[config.mk]
export PLATFORM = sky130hd
export DESIGN_NAME = rgmii_tx_adapter
export DESIGN_NICKNAME = d
export VERILOG_FILES = /design/src/rtl/rgtx_pkg.sv /design/src/rtl/rgtx_capture.sv /design/src/rtl/rgtx_fall_hold.sv /design/src/rtl/rgtx_ddr_mux.sv /design/src/rtl/rgmii_tx_adapter.sv
export SDC_FILE = /design/constraint.sdc
export NUM_CORES = 1
export LEC_CHECK = 0
export BUFFER_PORTS_ARGS = -buffer_cell sky130_fd_sc_hd__buf_2
export CORE_AREA = 5 5 42 44
export CTS_CLUSTER_SIZE = 24
export DETAILED_ROUTE_END_ITERATION = 10
export DIE_AREA = 0 0 47 49
export GPL_TIMING_DRIVEN = 0
export PLACE_DENSITY_LB_ADDON = 0.15
export REMOVE_ABC_BUFFERS = 1
export SYNTH_ARGS = -nofsm -noshare
export SYNTH_HDL_FRONTEND = slang
export SYNTH_SLANG_ARGS = --single-unit
export TNS_END_PERCENT = 5
[constraint.sdc]
create_clock -name clk -period 2.55 [get_ports clk]
set_clock_uncertainty 0.2 [all_clocks]
set_input_delay 0.765 -clock clk [delete_from_list [all_inputs] [get_ports clk]]
set_output_delay 0.765 -clock clk [all_outputs]
set_load 0.05 [all_outputs]
[src/rtl/rgtx_pkg.sv]
package rgtx_pkg;
  localparam int DATA_W = 8;
  localparam int NIB_W  = DATA_W / 2;

  typedef struct packed {
    logic [NIB_W-1:0] nib;
    logic             ctl;
  } rgtx_half_t;

  function automatic logic fall_ctl(input logic en, input logic err);
    return en ^ err;
  endfunction
endpackage

[src/rtl/rgtx_capture.sv]
module rgtx_capture
  import rgtx_pkg::*;
(
  input  logic              clk,
  input  logic              rst,
  input  logic              speed_gig,
  input  logic [DATA_W-1:0] txd,
  input  logic              txen,
  input  logic              txerr,
  output rgtx_half_t        rise_q,
  output rgtx_half_t        fall_pre_q,
  output logic              rst_q
);
  always_ff @(posedge clk) begin
    rst_q <= rst;
    if (rst) begin
      rise_q     <= '0;
      fall_pre_q <= '0;
    end else begin
      rise_q.nib <= txd[NIB_W-1:0];
      rise_q.ctl <= txen;
      if (speed_gig) begin
        fall_pre_q.nib <= txd[DATA_W-1:NIB_W];
        fall_pre_q.ctl <= fall_ctl(txen, txerr);
      end else begin
        fall_pre_q.nib <= txd[NIB_W-1:0];
        fall_pre_q.ctl <= txen;
      end
    end
  end

  // reset empties both halves
  p_reset_clears_r1: assert property (@(posedge clk)
    rst |=> (rise_q == '0 && fall_pre_q == '0));

  // idle input keeps control low in both halves
  p_idle_quiet_r5: assert property (@(posedge clk) disable iff (rst)
    (!txen && !txerr) |=> (!rise_q.ctl && !fall_pre_q.ctl));

  // slow mode mirrors the rising half into the falling half
  p_slow_mirror_r6: assert property (@(posedge clk) disable iff (rst)
    !speed_gig |=> (fall_pre_q == rise_q));
endmodule

[src/rtl/rgtx_fall_hold.sv]
module rgtx_fall_hold
  import rgtx_pkg::*;
(
  input  logic       clk,
  input  logic       rst_q,
  input  rgtx_half_t fall_pre,
  output rgtx_half_t fall_q
);
  // Retimed on the falling edge so it stays stable across the low phase.
  always_ff @(negedge clk) begin
    if (rst_q) fall_q <= '0;
    else       fall_q <= fall_pre;
  end

  // reset also clears the falling-edge holder
  p_hold_reset_r1: assert property (@(negedge clk)
    rst_q |=> (fall_q == '0));
endmodule

[src/rtl/rgtx_ddr_mux.sv]
module rgtx_ddr_mux
  import rgtx_pkg::*;
#(
  parameter bit CLK_INVERT = 1'b0
) (
  input  logic             clk,
  input  rgtx_half_t       rise_h,
  input  rgtx_half_t       fall_h,
  output logic             txc,
  output logic [NIB_W-1:0] txd,
  output logic             txctl
);
  always_comb begin
    if (clk) begin
      txd   = rise_h.nib;
      txctl = rise_h.ctl;
    end else begin
      txd   = fall_h.nib;
      txctl = fall_h.ctl;
    end
  end

  generate
    if (CLK_INVERT) begin : g_clk_inv
      assign txc = ~clk;
    end else begin : g_clk_fwd
      assign txc = clk;
    end
  endgenerate
endmodule

[src/rtl/rgmii_tx_adapter.sv]
module rgmii_tx_adapter
  import rgtx_pkg::*;
#(
  parameter bit CLK_INVERT = 1'b0
) (
  input  logic              clk,
  input  logic              rst,
  input  logic              speed_gig,
  input  logic [DATA_W-1:0] gm_txd,
  input  logic              gm_txen,
  input  logic              gm_txerr,
  output logic              rg_txc,
  output logic [NIB_W-1:0]  rg_txd,
  output logic              rg_txctl
);
  rgtx_half_t rise_q, fall_pre_q, fall_q;
  logic       rst_q;

  rgtx_capture u_cap (
    .clk(clk), .rst(rst), .speed_gig(speed_gig),
    .txd(gm_txd), .txen(gm_txen), .txerr(gm_txerr),
    .rise_q(rise_q), .fall_pre_q(fall_pre_q), .rst_q(rst_q)
  );

  rgtx_fall_hold u_hold (
    .clk(clk), .rst_q(rst_q), .fall_pre(fall_pre_q), .fall_q(fall_q)
  );

  rgtx_ddr_mux #(.CLK_INVERT(CLK_INVERT)) u_mux (
    .clk(clk), .rise_h(rise_q), .fall_h(fall_q),
    .txc(rg_txc), .txd(rg_txd), .txctl(rg_txctl)
  );
endmodule

==> metrics.log, run 1 <==
[metrics] result of the run: finished, violations left
[metrics] violated checks: setup timing
[metrics] syn avg cell area: 12.0 um^2
[metrics] Cell Rows: 14
[metrics] number of warnings issued by yosys: 0
[metrics] slew of the pin with the lowest slew margin: 0.131 ns
[metrics] area of the mapped netlist: 562 um^2
[metrics] maximum vdd ir drop: 0.456 mV
[metrics] wire length of the first global-routing pass: 1460 um
[metrics] worst min-delay path startpoint: rst
[metrics] total setup violations reported at the end of the flow: 6
[metrics] final setup margin: -0.867 ns
[metrics] Reg clk slew, reported paths: 0.08 ns
[metrics] r2r startpoint: u_cap.rst_q
[metrics] Fillers: 125
[metrics] hold buffers post-CTS: 0
[metrics] total via count in the routed design: 376
[metrics] worst min-delay path category: in2reg
[metrics] startpoint kind of the worst setup timing path: flop
[metrics] Final TNS setup: -4.39 ns
[metrics] routability-driven placement congestion ratio: 0.574
[metrics] Final Hold Viols: 0
[metrics] Final Slew Violations: 0
[metrics] initial cell density of the core: 40.1%
[metrics] share of the core filled with cells: 55.0%
[metrics] WS Path Type: reg2out
[metrics] final net count: 87
[metrics] largest net degree at the start of global routing: 12
[metrics] clock latency on the worst-skew pair: 0.45 ns
[metrics] setup repair after global routing missed its margin: true
[metrics] share of layout cells above drive strength 1: 45.9%
[metrics] Core Region: 1400 um^2
[metrics] Ports: 19
[metrics] Routed WL: 897 um
[metrics] first-iteration detailed-routing DRC count: 2
[metrics] number of detailed-route iterations in the first pass: 2
[metrics] Port Buf Inserts: 18
[metrics] CP Data Required Time: 1.59 ns
[metrics] vias in the first global route: 452
[metrics] power density cells: 1240 nW/um^2
[metrics] # diodes: 0
[metrics] minimum setup slack among reg-to-reg paths: 0.57 ns
[metrics] fraction of the yosys area taken by sequential cells: 57.0%
[metrics] max-capacitance violation count: 0
[metrics] data arrival time of the critical path: 2.45 ns
[metrics] number of routed nets with antenna violations: 0
[metrics] count of cell types in the netlist: 12
[metrics] TritonCTS clock tree: done
[metrics] initial antenna violation count: 0
[metrics] growth of design area from synthesis to finish: 37.2%
[metrics] critical path capture point type: primary output
[metrics] leakage dissipation: 0.386 nW
[metrics] average vias per placed instance: 4.18
[metrics] area of the die: 2300 um^2
[metrics] post-route total power: 0.000959 W
[metrics] number of instances in the synthesized netlist: 47
[metrics] die height: 49 um
[metrics] GRT Util Overall: 10.2%
[metrics] width of the chip: 47 um
[metrics] worst slew slack as a fraction of its limit: 91.0%
[metrics] DRC Markers: 0
[metrics] detail-routed net length per standard cell: 9.97 um
[metrics] CP max FO: 1
[metrics] register bit count reported by yosys: 16
[metrics] grt ovf: 0
[metrics] worst setup path start: u_hold.fall_q[3]
## through the flow
step | worst slack (ns) | cells | cell area, um^2 | hold slack (ns)
final | -0.867 | 90 | 771 | 0.392
after CTS | -0.869 | 90 | 763 | 0.383
after global routing | -0.916 | 90 | 771 | 0.379
after global placement | -0.415 | 77 | 641 | 0.798
after detailed placement | -0.415 | 77 | 641 | 0.798
after floorplan | -0.337 | 43 | 531 | 0.565
## metal layers
metal,track usage [%],routed length [um],up-vias,part of all wire (%)
li1,-,-,201,-
met3,7.38,110,2,12
met1,8.99,367,148,41
met2,9.05,396,25,44
met4,20.3,22,0,2.5
met5,0,0,-,0
## repair_timing
action / CTS / global route
buffers inserted: 0 / 0
setup endpoints to repair: 6 / 6
gates resized for setup: 12 / 2
## path summary, 6_finish.rpt
kind / end / depth (start not counted)
worst max-delay path: rg_txd[2] / 2
worst min-delay path: u_cap.rst_q / 1
worst min register to register: u_hold.fall_q[4] / 1
worst max register to register: u_hold.fall_q[0] / 1
## synthesized netlist by cell type
cell type | instances | share of area (%)
dfxtp_1 | 16 | 57
nor2b_1 | 9 | 10
mux2_2 | 5 | 10
nor2_1 | 5 | 3.3
mux2i_1 | 4 | 7.1
buf_4 | 2 | 2.7
buf_6 | 1 | 2.0
clkbuf_2 | 1 | 0.89
inv_1 | 1 | 0.67
mux2_4 | 1 | 2.7
nand2_4 | 1 | 2.0
nor2b_2 | 1 | 1.6
## critical path, stage by stage (launching register included)
cell,delay (ns)
dfxtp_1,0.29
mux2_4,0.27
buf_8,0.15
## kinds of logic after synthesis
logic type | share of synthesized area, %
muxes | 19.8
buffers and inverters | 6.23
DFF | 57.0
and+or+nand+nor | 16.9
## flip-flops by register name, indices dropped and copies added, names as in the netlist
register and count:
u_cap.rise_q 5, u_cap.rst_q 1, u_hold.fall_q 5, u_cap.fall_pre_q 5
## power by group
group | switching [W] | internal (W) | leakage [nW] | total (W)
Sequential | 0.00000385 | 0.000264 | 0.133 | 0.000268
Combinational | 0.0000120 | 0.0000170 | 0.120 | 0.0000290
Clock | 0.000347 | 0.000315 | 0.133 | 0.000662
## area by class of cell
cell class | instances | area, um^2 | share of cell area (%)
Clock buffer | 15 | 141 | 18.3
Clock inverter | 5 | 18.8 | 2.44
Multi-Input combinational cell | 26 | 210 | 27.3
Sequential cell | 16 | 320 | 41.6
Tap cell | 16 | 20.0 | 2.60
Timing Repair Buffer | 12 | 60.1 | 7.79
## placed cells by master (no fill, tap or decap)
cell type	count
dfxtp_1	16
buf_2	12
nor2b_1	9
clkbuf_4	7
nor2_1	5
inv_1	5
buf_6	5
mux2_2	4
mux2i_1	4
mux2_4	2
nor2b_2	1
nand2_4	1
clkbuf_1	1
clkbuf_8	1
buf_8	1
No activity file was read; power rests on OpenSTA's default activity.
==> inputs of run 2 (changes only) <==
--- a/config.mk
+++ b/config.mk
@@ -6,10 +6,10 @@
 export NUM_CORES = 1
 export LEC_CHECK = 0
 export BUFFER_PORTS_ARGS = -buffer_cell sky130_fd_sc_hd__buf_2
-export CORE_AREA = 5 5 42 44
+export CORE_MARGIN = 5
+export CORE_UTILIZATION = 41
 export CTS_CLUSTER_SIZE = 24
 export DETAILED_ROUTE_END_ITERATION = 10
-export DIE_AREA = 0 0 47 49
 export GPL_TIMING_DRIVEN = 0
 export PLACE_DENSITY_LB_ADDON = 0.15
 export REMOVE_ABC_BUFFERS = 1
==> constraint.sdc (replaced) <==
create_clock -name clk -period 2.85 [get_ports clk]
set_clock_uncertainty 0.2 [all_clocks]
set_input_delay 0.855 -clock clk [delete_from_list [all_inputs] [get_ports clk]]
set_output_delay 0.855 -clock clk [all_outputs]
set_load 0.05 [all_outputs]
==> run 2 against run 1 <==
  * The flow still finishes with violations (setup timing)
  * Sequential power decreased by 10%
  * Non-clock buffer count stayed put
  * Worst setup slack improved by 0.053 ns
  * Via count grew 4.5%
  * Power fell by 9.4%
  * Utilization increased by 4.7 points
  * Die area shrank 4.0%
  * Critical path depth stayed put
  * Hold slack better by 0.091 ns
  * Sequential share of layout area shrank 0.33 points
  * Cell area rose by 0.81%
  * Critical endpoint is now rg_txd[1]
  * Highest routed layer unchanged
==> metrics.log, run 2 (synthesized netlist as in run 1, its figures left out) <==
[metrics] result of the run: finished, violations left
[metrics] violated checks: setup timing
[metrics] hold buffers post-CTS: 0 (unchanged)
[metrics] Routed WL: 933 um (+4.0%)
[metrics] growth of design area from synthesis to finish: 38.3%
[metrics] Core Region: 1300 um^2 (-7.1%)
[metrics] delay contributed by the slowest stage of the critical path: 0.29 ns (about the same)
[metrics] Port Buf Inserts: 18 (unchanged)
[metrics] Reg clk slew, reported paths: 0.09 ns (about the same)
[metrics] die height: 47.0 um (-4.1%)
[metrics] initial antenna violation count: 0 (unchanged)
[metrics] initial cell density of the core: 43.2% (+3.1 points)
[metrics] number of detailed-route iterations in the first pass: 2 (unchanged)
[metrics] half-perimeter wire length after detailed placement: 647 um
[metrics] grt ovf: 0 (unchanged)
[metrics] most common cell after layout, fill and taps aside: dfxtp_1
[metrics] vias in the first global route: 405 (-10%)
[metrics] total via count in the routed design: 393 (+4.5%)
[metrics] Final Hold Viols: 0 (unchanged)
[metrics] Cell Rows: 13 (-1)
[metrics] Critical Path, Cell by Cell: mux2_4 -> buf_8
[metrics] area of the die: 2210 um^2 (-4.0%)
[metrics] clock latency on the worst-skew pair: 0.46 ns (about the same)
[metrics] routability-driven placement congestion ratio: 0.615 (+7.2%)
[metrics] number of routed nets with antenna violations: 0 (unchanged)
[metrics] total setup violations reported at the end of the flow: 6 (unchanged)
[metrics] worst slew slack as a fraction of its limit: 88.0% (-3.0 points)
[metrics] wire length of the first global-routing pass: 1500 um (+2.9%)
[metrics] Ports: 19 (unchanged)
[metrics] # diodes: 0 (unchanged)
[metrics] data arrival time of the critical path: 2.61 ns (+0.16 ns)
[metrics] max-capacitance violation count: 0 (unchanged)
[metrics] met2 GRT Util: 11.1% (+2.1 points)
[metrics] leading cell types in the layout, fill and taps excluded: 16 x dfxtp_1, 12 x buf_2, 9 x nor2b_1, 7 x clkbuf_4
[metrics] critical path capture point type: primary output
[metrics] Final Slew Violations: 0 (unchanged)
[metrics] leakage dissipation: 0.390 nW (+1.1%)
[metrics] largest net degree at the start of global routing: 12 (unchanged)
[metrics] Fillers: 114 (-8.8%)
[metrics] GRT Util Overall: 11.3% (+1.1 points)
[metrics] share of layout cells above drive strength 1: 45.9% (unchanged)
[metrics] most heavily used metal layer in global routing: met4
[metrics] maximum vdd ir drop: 0.408 mV (-10%)
[metrics] r2r startpoint: u_cap.rst_q
[metrics] worst setup path start: u_hold.fall_q[2]
[metrics] worst min-delay path category: in2reg
[metrics] register area: 320 um^2 (unchanged)
[metrics] setup repair after global routing missed its margin: true
[metrics] power density cells: 1120 nW/um^2 (-10%)
[metrics] cell depth of the worst flop-to-flop path: 1 (unchanged)
[metrics] startpoint kind of the worst setup timing path: flop
[metrics] # Post-CTS Setup Buffers: 0 (unchanged)
[metrics] leading registers by flop count: u_cap.fall_pre_q x5, u_cap.rise_q x5, u_hold.fall_q x5
[metrics] detail-routed net length per standard cell: 10.5 um (+5.2%)
[metrics] DRC Markers: 0 (unchanged)
[metrics] minimum setup slack among reg-to-reg paths: 0.71 ns (+0.14 ns)
[metrics] area of the multi-input gates: 214 um^2 (+1.8%)
[metrics] WS Path Type: reg2out
[metrics] final setup margin: -0.813 ns (+0.0535 ns)
[metrics] slew of the pin with the lowest slew margin: 0.180 ns (+0.0483 ns)
[metrics] CP max FO: 1 (unchanged)
[metrics] CP Data Required Time: 1.80 ns (+0.21 ns)
[metrics] post-route total power: 0.000870 W (-9.4%)
[metrics] end of the worst register-to-register path: u_hold.fall_q[3]
[metrics] Final TNS setup: -4.02 ns (+0.363 ns)
[metrics] GR Util met1: 11.7% (+2.7 points)
[metrics] endpoint of the most critical setup path: rg_txd[1]
[metrics] GR met3 Demand/Resource: 6.90% (-0.48 points)
[metrics] cts repair resizes: 12 (unchanged)
[metrics] final net count: 87 (unchanged)
[metrics] first-iteration detailed-routing DRC count: 2 (unchanged)
[metrics] average vias per placed instance: 4.42 (+5.7%)
[metrics] Slowest-stage cell, CP: dfxtp_1
[metrics] width of the chip: 47.0 um (about the same)
[metrics] filler-free cell count of the finished design: 89 (-1.1%)
[metrics] TritonCTS clock tree: done
[metrics] total placed cells including tap cells: 76 (-1.3%)
run 2: area by class of cell:
class	count	share of cell area [%]
tap	15	2.42
clock inverter	5	2.42
multi-input combinational	26	27.5
timing repair buffer	12	7.73
sequential	16	41.2
clock buffer	15	18.7
run 2: power by group:
part,leakage [nW],switching [W],internal [W]
sequential,0.133,0.00000365,0.000237
clock,0.137,0.000314,0.000289
combinational,0.120,0.0000111,0.0000152
total,0.390,0.000328,0.000541
run 2: how the worst min path moves through the flow:
stage          start  cells past startpoint     endpoint  slack, ns
2_1_floorplan    clk                      0       rg_txc       0.66
3_3_place_gp     clk                      1       rg_txc       0.89
3_5_place_dp     clk                      1       rg_txc       0.89
4_1_cts          rst                      1  u_cap.rst_q       0.48
5_1_grt          rst                      1  u_cap.rst_q       0.48
6_report         rst                      1  u_cap.rst_q       0.48
run 2: worst max-delay path, delay by kind of cell (launching register included):
kind	cells	cell delay (ns)
buffers and inverters	1	0.15
flip-flops	1	0.29
multiplexers	1	0.28
run 2: layer usage:
layer  up-vias  routed length, um
met4         0                 32
met2        22                419
met3         4                 95
met1       167                385
met5         -                  0
li1        200                  -
run 2: per-stage QoR:
step | hold WS, ns | setup WS [ns] | utilization [%] | instance area, um^2
floorplan | 0.655 | -0.277 | - | 531
global placement | 0.888 | -0.351 | 49.1 | 639
detailed placement | 0.888 | -0.352 | 49.1 | 639
CTS | 0.476 | -0.816 | 58.6 | 762
global route | 0.481 | -0.889 | 59.7 | 777
finish | 0.483 | -0.813 | 59.7 | 777
